### src/rtl/bitlogic_pkg.sv
package bitlogic_pkg;
  localparam int OPC_W   = 4;
  localparam int OPD_W   = 2;
  localparam int DATA_W  = OPD_W;
  localparam int INSTR_W = OPC_W + 2 * OPD_W;

  localparam logic [OPC_W-1:0] OP_NOT   = 4'b0000;
  localparam logic [OPC_W-1:0] OP_AND   = 4'b0001;
  localparam logic [OPC_W-1:0] OP_OR    = 4'b0010;
  localparam logic [OPC_W-1:0] OP_XOR   = 4'b0011;
  localparam logic [OPC_W-1:0] OP_STO   = 4'b0100;
  localparam logic [OPC_W-1:0] OP_ANDR  = 4'b0101;
  localparam logic [OPC_W-1:0] OP_ORR   = 4'b0110;
  localparam logic [OPC_W-1:0] OP_XORR  = 4'b0111;
  localparam logic [OPC_W-1:0] OP_MOV   = 4'b1000;

  localparam logic [OPD_W-1:0] RADDR_A = 2'b00;
  localparam logic [OPD_W-1:0] RADDR_B = 2'b01;
  localparam logic [OPD_W-1:0] RADDR_Z = 2'b10;

  typedef enum logic [1:0] {PH_FETCH, PH_INC, PH_DECODE, PH_EXEC} phase_t;
  typedef enum logic [1:0] {LOP_NOT, LOP_AND, LOP_OR, LOP_XOR} lop_t;

  typedef struct packed {
    logic             is_logic;
    logic             use_regs;
    logic             is_sto;
    logic             is_mov;
    logic             bad;
    lop_t             lop;
    logic [OPD_W-1:0] opd1;
    logic [OPD_W-1:0] opd2;
  } dec_t;

  typedef struct packed {
    logic              wr_a;
    logic              wr_b;
    logic              wr_z;
    logic [DATA_W-1:0] val;
    logic              bad;
  } cmd_t;
endpackage

### src/rtl/bl_reset_sync.sv
module bl_reset_sync #(
  parameter int STAGES = 2
) (
  input  logic clk,
  input  logic rst_n,
  output logic rst_n_sync
);
  logic [STAGES-1:0] chain_q;

  always_ff @(posedge clk or negedge rst_n) begin
    if (!rst_n) chain_q <= '0;
    else        chain_q <= {chain_q[STAGES-2:0], 1'b1};
  end

  assign rst_n_sync = chain_q[STAGES-1];
endmodule

### src/rtl/bl_prog_rom.sv
module bl_prog_rom #(
  parameter int ADDR_W = 4,
  parameter int WORD_W = 8
) (
  input  logic              clk,
  input  logic              wr_en,
  input  logic [ADDR_W-1:0] wr_addr,
  input  logic [WORD_W-1:0] wr_data,
  input  logic [ADDR_W-1:0] rd_addr,
  output logic [WORD_W-1:0] rd_data
);
  localparam int DEPTH = 1 << ADDR_W;

  logic [WORD_W-1:0] mem_q [DEPTH];

  always_ff @(posedge clk) begin
    if (wr_en) mem_q[wr_addr] <= wr_data;
  end

  assign rd_data = mem_q[rd_addr];
endmodule

### src/rtl/bl_decoder.sv
module bl_decoder
  import bitlogic_pkg::*;
(
  input  logic [INSTR_W-1:0] instr,
  output dec_t               dec
);
  logic [OPC_W-1:0] opc;
  logic             dst_ok;

  assign opc    = instr[INSTR_W-1 -: OPC_W];
  assign dst_ok = (instr[OPD_W-1:0] == RADDR_A) || (instr[OPD_W-1:0] == RADDR_B);

  always_comb begin
    dec          = '0;
    dec.opd1     = instr[2*OPD_W-1 -: OPD_W];
    dec.opd2     = instr[OPD_W-1:0];
    dec.lop      = lop_t'(opc[1:0]);
    unique case (opc)
      OP_NOT, OP_AND, OP_OR, OP_XOR: dec.is_logic = 1'b1;
      OP_ANDR, OP_ORR, OP_XORR: begin
        dec.is_logic = 1'b1;
        dec.use_regs = 1'b1;
      end
      OP_STO: begin
        dec.is_sto = dst_ok;
        dec.bad    = !dst_ok;
      end
      OP_MOV: begin
        dec.is_mov   = dst_ok;
        dec.use_regs = 1'b1;
        dec.bad      = !dst_ok;
      end
      default: dec.bad = 1'b1;
    endcase
  end
endmodule

### src/rtl/bl_alu.sv
module bl_alu
  import bitlogic_pkg::*;
(
  input  lop_t              lop,
  input  logic [DATA_W-1:0] x,
  input  logic [DATA_W-1:0] y,
  output logic [DATA_W-1:0] res
);
  always_comb begin
    unique case (lop)
      LOP_NOT: res = ~x;
      LOP_AND: res = x & y;
      LOP_OR:  res = x | y;
      LOP_XOR: res = x ^ y;
      default: res = '0;
    endcase
  end
endmodule

### src/rtl/bl_regfile.sv
module bl_regfile
  import bitlogic_pkg::*;
(
  input  logic              clk,
  input  logic              rst_n,
  input  logic              wr_a,
  input  logic              wr_b,
  input  logic              wr_z,
  input  logic [DATA_W-1:0] wdata,
  input  logic [OPD_W-1:0]  raddr1,
  input  logic [OPD_W-1:0]  raddr2,
  output logic [DATA_W-1:0] rdata1,
  output logic [DATA_W-1:0] rdata2,
  output logic [DATA_W-1:0] a,
  output logic [DATA_W-1:0] b,
  output logic [DATA_W-1:0] z
);
  logic [DATA_W-1:0] a_q, b_q, z_q;

  always_ff @(posedge clk or negedge rst_n) begin
    if (!rst_n) begin
      a_q <= '0;
      b_q <= '0;
      z_q <= '0;
    end else begin
      if (wr_a) a_q <= wdata;
      if (wr_b) b_q <= wdata;
      if (wr_z) z_q <= wdata;
    end
  end

  function automatic logic [DATA_W-1:0] rd(input logic [OPD_W-1:0] ad,
                                           input logic [DATA_W-1:0] va,
                                           input logic [DATA_W-1:0] vb,
                                           input logic [DATA_W-1:0] vz);
    case (ad)
      RADDR_A: rd = va;
      RADDR_B: rd = vb;
      RADDR_Z: rd = vz;
      default: rd = '0;
    endcase
  endfunction

  assign rdata1 = rd(raddr1, a_q, b_q, z_q);
  assign rdata2 = rd(raddr2, a_q, b_q, z_q);
  assign a = a_q;
  assign b = b_q;
  assign z = z_q;
endmodule

### src/rtl/bitlogic_core.sv
module bitlogic_core
  import bitlogic_pkg::*;
#(
  parameter int ADDR_W = 4
) (
  input  logic               clk,
  input  logic               rst_n,
  input  logic               load_en,
  input  logic [ADDR_W-1:0]  load_addr,
  input  logic [INSTR_W-1:0] load_data,
  output logic [ADDR_W-1:0]  pc,
  output logic [DATA_W-1:0]  reg_a,
  output logic [DATA_W-1:0]  reg_b,
  output logic [DATA_W-1:0]  reg_z,
  output logic               illegal
);
  logic               core_rst_n;
  phase_t             phase_q, phase_d;
  logic [ADDR_W-1:0]  pc_q, pc_d;
  logic [INSTR_W-1:0] ir_q, ir_d, rom_word;
  cmd_t               cmd_q, cmd_d;
  logic               bad_q, bad_d;
  dec_t               dec;
  logic [DATA_W-1:0]  rdata1, rdata2, opx, opy, alu_res;
  logic               in_exec;

  bl_reset_sync #(.STAGES(2)) u_rsync (
    .clk(clk), .rst_n(rst_n), .rst_n_sync(core_rst_n)
  );

  bl_prog_rom #(.ADDR_W(ADDR_W), .WORD_W(INSTR_W)) u_rom (
    .clk(clk), .wr_en(load_en), .wr_addr(load_addr), .wr_data(load_data),
    .rd_addr(pc_q), .rd_data(rom_word)
  );

  bl_decoder u_dec (.instr(ir_q), .dec(dec));

  assign in_exec = (phase_q == PH_EXEC);

  bl_regfile u_rf (
    .clk(clk), .rst_n(core_rst_n),
    .wr_a(in_exec & cmd_q.wr_a), .wr_b(in_exec & cmd_q.wr_b),
    .wr_z(in_exec & cmd_q.wr_z), .wdata(cmd_q.val),
    .raddr1(dec.opd1), .raddr2(dec.opd2),
    .rdata1(rdata1), .rdata2(rdata2),
    .a(reg_a), .b(reg_b), .z(reg_z)
  );

  assign opx = dec.use_regs ? rdata1 : dec.opd1;
  assign opy = dec.use_regs ? rdata2 : dec.opd2;

  bl_alu u_alu (.lop(dec.lop), .x(opx), .y(opy), .res(alu_res));

  always_comb begin
    cmd_d.wr_z = dec.is_logic;
    cmd_d.wr_a = (dec.is_sto | dec.is_mov) && (dec.opd2 == RADDR_A);
    cmd_d.wr_b = (dec.is_sto | dec.is_mov) && (dec.opd2 == RADDR_B);
    cmd_d.bad  = dec.bad;
    if (dec.is_logic)    cmd_d.val = alu_res;
    else if (dec.is_sto) cmd_d.val = dec.opd1;
    else                 cmd_d.val = rdata1;
  end

  always_comb begin
    phase_d = phase_q;
    pc_d    = pc_q;
    ir_d    = ir_q;
    bad_d   = bad_q;
    unique case (phase_q)
      PH_FETCH: begin
        ir_d    = rom_word;
        phase_d = PH_INC;
      end
      PH_INC: begin
        pc_d    = pc_q + 1'b1;
        phase_d = PH_DECODE;
      end
      PH_DECODE: phase_d = PH_EXEC;
      PH_EXEC: begin
        bad_d   = bad_q | cmd_q.bad;
        phase_d = PH_FETCH;
      end
      default: phase_d = PH_FETCH;
    endcase
  end

  always_ff @(posedge clk or negedge core_rst_n) begin
    if (!core_rst_n) begin
      phase_q <= PH_FETCH;
      pc_q    <= '0;
      ir_q    <= '0;
      bad_q   <= 1'b0;
      cmd_q   <= '0;
    end else begin
      phase_q <= phase_d;
      pc_q    <= pc_d;
      ir_q    <= ir_d;
      bad_q   <= bad_d;
      if (phase_q == PH_DECODE) cmd_q <= cmd_d;
    end
  end

  assign pc      = pc_q;
  assign illegal = bad_q;
endmodule

### config.mk
export PLATFORM = sky130hd
export DESIGN_NAME = bitlogic_core
export DESIGN_NICKNAME = d
export VERILOG_FILES = /design/src/rtl/bitlogic_pkg.sv /design/src/rtl/bl_reset_sync.sv /design/src/rtl/bl_prog_rom.sv /design/src/rtl/bl_decoder.sv /design/src/rtl/bl_alu.sv /design/src/rtl/bl_regfile.sv /design/src/rtl/bitlogic_core.sv
export SDC_FILE = /design/constraint.sdc
export NUM_CORES = 1
export LEC_CHECK = 0
export ABC_CLOCK_PERIOD_IN_PS = 1300
export CAP_MARGIN = 20
export CORE_ASPECT_RATIO = 1.5
export CORE_UTILIZATION = 38
export DETAILED_ROUTE_END_ITERATION = 8
export MAX_ROUTING_LAYER = met4
export PLACE_DENSITY = 0.51
export SYNTH_ARGS = -nofsm -noshare
export SYNTH_HDL_FRONTEND = slang
export SYNTH_HIERARCHICAL = 1
export SYNTH_SLANG_ARGS = --single-unit
### constraint.sdc
create_clock -name clk -period 1.3 [get_ports clk]
set_input_delay 0.13 -clock clk [delete_from_list [all_inputs] [get_ports clk]]
set_output_delay 0.13 -clock clk [all_outputs]
set_load 0.01 [all_outputs]
-- Word-level counts from Yosys, hierarchy flattened
Memory sizes are Yosys's and may differ from the RTL's. A register that Yosys moved wholly into a read port is not among the register bits.
Index checks and enable logic that the tools add are counted.
- flip-flop bits (word level): 21
- bits in latches: 0
- bits in writable memories: 128
- memory bits (read-only): 0
- output and inout port bits: 11
- memories: 1
- memories (memory ; depth ; bits a word ; rd ports ; clocked after memory_dff ; write ports ; RTL line ; source):
    u_rom.mem_q ; 16 ; 8 ; 1 ; 1 ; 1 ; bl_prog_rom.sv:14 ; logic [WORD_W-1:0] mem_q [DEPTH];
- add/subtract/negate cells: 1
- multipliers: 0
- div/mod/pow operators: 0
- magnitude comparators: 0
- eq/ne operators: 18
- shift operators: 0
- muxes and demuxes: 15
- bitwise logic cells: 9
- reduce and logical (&&, ||, !) cells: 13
- operators by type and width (operator ; count):
    4-bit by 3-bit equality test with 1-bit output (second input constant) ; 4
    2-bit one-hot mux with 4 select lines ; 2
    2-bit equality test (second input constant) ; 6
    2-bit one-hot mux with 3 select lines ; 2
    2-bit by 1-bit equality test with 1-bit output (second input constant) ; 4
    4-bit by 2-bit equality test with 1-bit output (second input constant) ; 2
    2-bit zero test ; 4
    2-bit two-way mux ; 4
    7-bit OR reduction ; 1
    1-bit two-way mux ; 6
    4-bit by 1-bit adder with 4-bit output (second input constant) ; 1
    4-bit by 1-bit equality test with 1-bit output (second input constant) ; 1
    4-bit equality test (second input constant) ; 1
    4-bit zero test ; 1
    4-bit OR reduction ; 1
    1-bit bitwise AND ; 3
    2-bit bitwise AND ; 1
    1-bit logical AND ; 2
    1-bit zero test ; 2
    2-bit NOT ; 1
    1-bit OR ; 2
    2-bit OR ; 1
    1-bit one-hot mux with 2 select lines ; 1
    2-bit OR reduction ; 1
    2 further kinds ; 2

-- Logic depth before layout (Yosys ltp)
- depth in word-level cells: 7
- gate-level depth with buffers: 10
- mapped depth without buffers: 9

-- Cells and area by module
Netlist, hierarchy kept.
- modules (own cells, without submodules) (module ; instances ; cells an instance ; area an instance (um^2) ; sequential area each (um^2)):
    bl_prog_rom ; 1 ; 221 ; 4987.3 ; 3843.7
    bitlogic_core ; 1 ; 71 ; 999.7 ; 525.5
    bl_regfile ; 1 ; 23 ; 304.0 ; 150.1
    bl_alu ; 1 ; 12 ; 125.1 ; 0.0
    bl_decoder ; 1 ; 15 ; 108.9 ; 0.0
    bl_reset_sync ; 1 ; 3 ; 53.8 ; 50.0

-- Worst setup path after synthesis
Ideal clock, no wire load.
- path kind: flip-flop to flip-flop
- start: register ir_q[4] (read register of u_rom.mem_q)
- end: register cmd_q[2] in the netlist's numbering
- library setup time: 131 ps
- data arrival time: 2232 ps
- data required time: 1169 ps
- setup slack: -1063 ps
- cell stages (with the launch flop): 9
- clock period less this slack: 2363 ps
- path through: dfrtp_1 -> nor2_1 -> mux2i_1 -> mux2_2 -> inv_1 -> ha_1 -> mux4_1 -> nand3_1 -> o211ai_1
- RTL lines (item ; RTL line ; source):
    from (decl) ; bitlogic_core.sv:20 ; logic [INSTR_W-1:0] ir_q, ir_d, rom_word;
    to (signal assigned) ; bitlogic_core.sv:99 ; if (phase_q == PH_DECODE) cmd_q <= cmd_d;
    to (decl) ; bitlogic_core.sv:21 ; cmd_t cmd_q, cmd_d;

==> flow_metrics.env <==
export IMPL_outcome="finished, violations left"
export IMPL_violations="setup timing"
export IMPL_grt_busiest_layer="met2"
export IMPL_seq_area_um2=4573
export IMPL_drv_slew=0
export IMPL_die_height_um=163.2
export IMPL_cts_clk_slew_worst_paths_ns=0.07
export IMPL_setup_viol_count_final=18
export IMPL_layout_drive_gt1_share_pct=46.90
export IMPL_synth_top_flop_cell="edfxtp_1"
export IMPL_fill_cells=1435
export IMPL_synth_fp_nets=369
export IMPL_maxCapViolCount=0
export IMPL_cts_root_buf="clkbuf_16"
export IMPL_ys_top_cells_by_area="edfxtp_1, dfrtp_1, mux4_1"
export IMPL_fp_row_count=58
export IMPL_dp_hpwl_um=9361
export IMPL_fp_coreArea_um2=16840
export IMPL_asyncSetResetFlopFracSynth_pct=18.47
export IMPL_via_count=3445
export IMPL_start_util_pct=39.08
export IMPL_rsz0062_at_grt="yes"
export IMPL_grt_usage_pct=17.48
export IMPL_yosysWarnings=6
export IMPL_drt_antenna_violating_nets=0
export IMPL_path_max_fanout=4
export IMPL_ys_ff_latch=157
export IMPL_clock_latency_ns=0.42
export IMPL_place_congestion=0.8279
export IMPL_routed_wl_um=13580
export IMPL_post_route_min_period_ns=2.255
export IMPL_drc=0
export IMPL_slew_headroom_pct=41.34
export IMPL_num_nets_final=478
export IMPL_cts_buffers=17
export IMPL_numPortBuffers=25
export IMPL_cts_tree="done"
export IMPL_crit_path_end_kind="register"
export IMPL_die_area_um2=17850
export IMPL_met3_usage_pct=3.711
export IMPL_syn_inst=345
export IMPL_synth_edf_count=128
export IMPL_cp_data_arrival_time_ns=2.55
export IMPL_grt_pass1_vias=3692
export IMPL_p_leak_nw=3.017
export IMPL_cts_num_sinks=157
export IMPL_yosysMostFrequentCell="edfxtp_1"
export IMPL_grtUsageMet1_pct=17.14
export IMPL_whs_ns=0.2453
export IMPL_yosysTopAreaCell="edfxtp_1"
export IMPL_yosys_top_cells_count="edfxtp_1, dfrtp_1, mux4_2"
export IMPL_clockBufferDepth=2
export IMPL_vias_per_cell=5.089
export IMPL_syn_area_per_cell_um2=19.07
export IMPL_skew_ns=0.009797
export IMPL_drtPass1Iterations=4
export IMPL_die_w_um=109.4
export IMPL_p_per_area_nw_per_um2=1266
export IMPL_io_pins=26
export IMPL_multi_input_area_um2=1959
export IMPL_cts_max_level=4
export IMPL_post_route_util_pct=50.06
export IMPL_worst_pin_slew_ns=0.8781
export IMPL_synth_cell_types=40
export IMPL_final_hold_viol_count=0
export IMPL_hold_path_class="reg -> async"
export IMPL_required_ns=1.59
export IMPL_layout_setup_ws_ns=-0.9552
export IMPL_area_growth_synth_to_final_pct=28.11
export IMPL_grt_util_met2_pct=33.30
export IMPL_syn_area_um2=6579
export IMPL_seq_area_frac_synth_pct=69.46
export IMPL_crit_type="reg -> reg"
export IMPL_wl_per_cell_um=20.06
export IMPL_yosysTopAreaCellShare_pct=58.43
export IMPL_start_kind="register"
export IMPL_antennaDiodeCount=0
export IMPL_ir_worst_vdd_mv=0.8072
export IMPL_grt_remaining_overflow=0
export IMPL_fmax_mhz=443.4
export IMPL_grt_pass1_wl_um=21090
export IMPL_initialDrtViolationCount=159
export IMPL_grt_max_degree=28
export IMPL_fin_crit_sh_pct=173.5
export IMPL_grt_antenna_before_repair=0
final cells by class:
type / count / share of cell area (%)
tap: 210 / 3.118
clock buffer: 17 / 5.048
inverter: 10 / 0.5048
timing repair buffer: 108 / 12.19
multi-input combinational: 160 / 23.25
clock inverter: 15 / 1.633
sequential: 157 / 54.26
per-layer routing:
metal,vias to the layer above,part of all wire (%),wire (µm)
met2,49,60,8171
met4,0,1.4,185
met1,1795,36,4936
met5,-,0,0
met3,16,2.1,288
li1,1585,-,-
flip-flops by register name, summed over array words and instances (netlist names):
name / flops
u_rf/a: 2
u_rom/mem_q: 128
illegal: 1
u_rf/b: 2
cmd_q: 6
pc: 4
ir_q: 8
phase_q: 2
u_rf/z: 2
u_rsync/chain_q: 2
kinds of logic (layout without fill, tap and decap cells):
group / Yosys count / count (layout) / synth area share, %
adders and majority gates: 9 / 9 / 1.712
buffers and inverters: 28 / 150 / 2.910
muxes: 62 / 62 / 17.78
AOI/OAI and AO/OA: 29 / 29 / 3.290
and+or+nand+nor: 56 / 56 / 4.393
xor gates and xnor gates: 3 / 3 / 0.3995
DFF: 157 / 157 / 69.46
other: 1 / 1 / 0.05700
path summary, 6_finish.rpt:
check,slack [ns],from,endpoint,cells past startpoint
min in group clk,0.35,u_rsync/chain_q[0]$_DFF_PN0_,u_rsync/chain_q[1]$_DFF_PN0_,0
setup reg to reg,-0.96,ir_q[5]$_DFFE_PN0N_,cmd_q[1]$_DFFE_PN0N_,8
max in group asynchronous,0.76,u_rsync/chain_q[1]$_DFF_PN0_,ir_q[1]$_DFFE_PN0N_,1
setup / recovery,-0.96,ir_q[5]$_DFFE_PN0N_,cmd_q[1]$_DFFE_PN0N_,8
hold reg to reg,0.25,u_rsync/chain_q[1]$_DFF_PN0_,pc[0]$_DFFE_PN0N_,1
hold / removal,0.25,u_rsync/chain_q[1]$_DFF_PN0_,pc[0]$_DFFE_PN0N_,1
timing repair:
| item | in CTS | in global routing |
|---|---|---|
| gates resized for setup | 80 | 19 |
| hold buffers | 1 | 0 |
| gates cloned | 3 | 0 |
| endpoints found under the setup margin | 57 | 25 |
| pin swaps | 7 | 8 |
| buffers inserted | 11 | 12 |
| endpoints found under the hold margin | 2 | 0 |
placed cells by master (no fill, tap or decap), drive strengths merged, types with 2 or more instances in the layout:
cell type | Yosys | final
nor2 | 14 | 14
nor2b | 2 | 2
nand2 | 12 | 12
and2 | 4 | 4
clkbuf | 0 | 17
clkinv | 0 | 2
inv | 10 | 21
buf | 15 | 92
xnor2 | 2 | 2
o211ai | 2 | 2
o2bb2ai | 2 | 2
nand3b | 3 | 3
a22oi | 16 | 16
mux2i | 7 | 7
edfxtp | 128 | 128
ha | 9 | 9
nand3 | 3 | 3
o22ai | 3 | 3
nor4 | 2 | 2
clkinvlp | 0 | 2
nand2b | 8 | 8
dfrtp | 29 | 29
mux2 | 21 | 21
mux4 | 34 | 34
nor3 | 4 | 4
clkdlybuf4s50 | 0 | 14
report_power, final:
| part | leakage [nW] | switching, mW | internal [mW] |
|---|---|---|---|
| sequential | 1.51 | 0.0372 | 5.54 |
| clock | 0.275 | 2.18 | 2.54 |
| combinational | 1.23 | 0.191 | 0.177 |
| total | 3.02 | 2.41 | 8.26 |
per-stage QoR:
step                      worst slack (ns)  TNS (ns)  power (mW)  instance area [µm²]  cells
after floorplan                    -0.9336    -6.001       5.821                 6638    345
after global placement             -0.9430    -46.65       6.034                 7500    625
after detailed placement           -0.9620    -50.18       6.053                 7500    625
after CTS                          -0.9522    -7.693       10.80                 8334    671
after global routing                -1.021    -8.614       11.02                 8428    677
final                              -0.9552    -7.495       10.67                 8428    677
critical path, cell delays in order, from the launching register on:
cell and delay, ns:
dfrtp_1 0.41, nor2_4 0.16, mux2i_4 0.35, mux2_4 0.34, inv_2 0.07, ha_4 0.19
mux4_2 0.47, nand3_2 0.07, o211ai_1 0.08
Note: power is estimated with default switching activity, not from simulation.
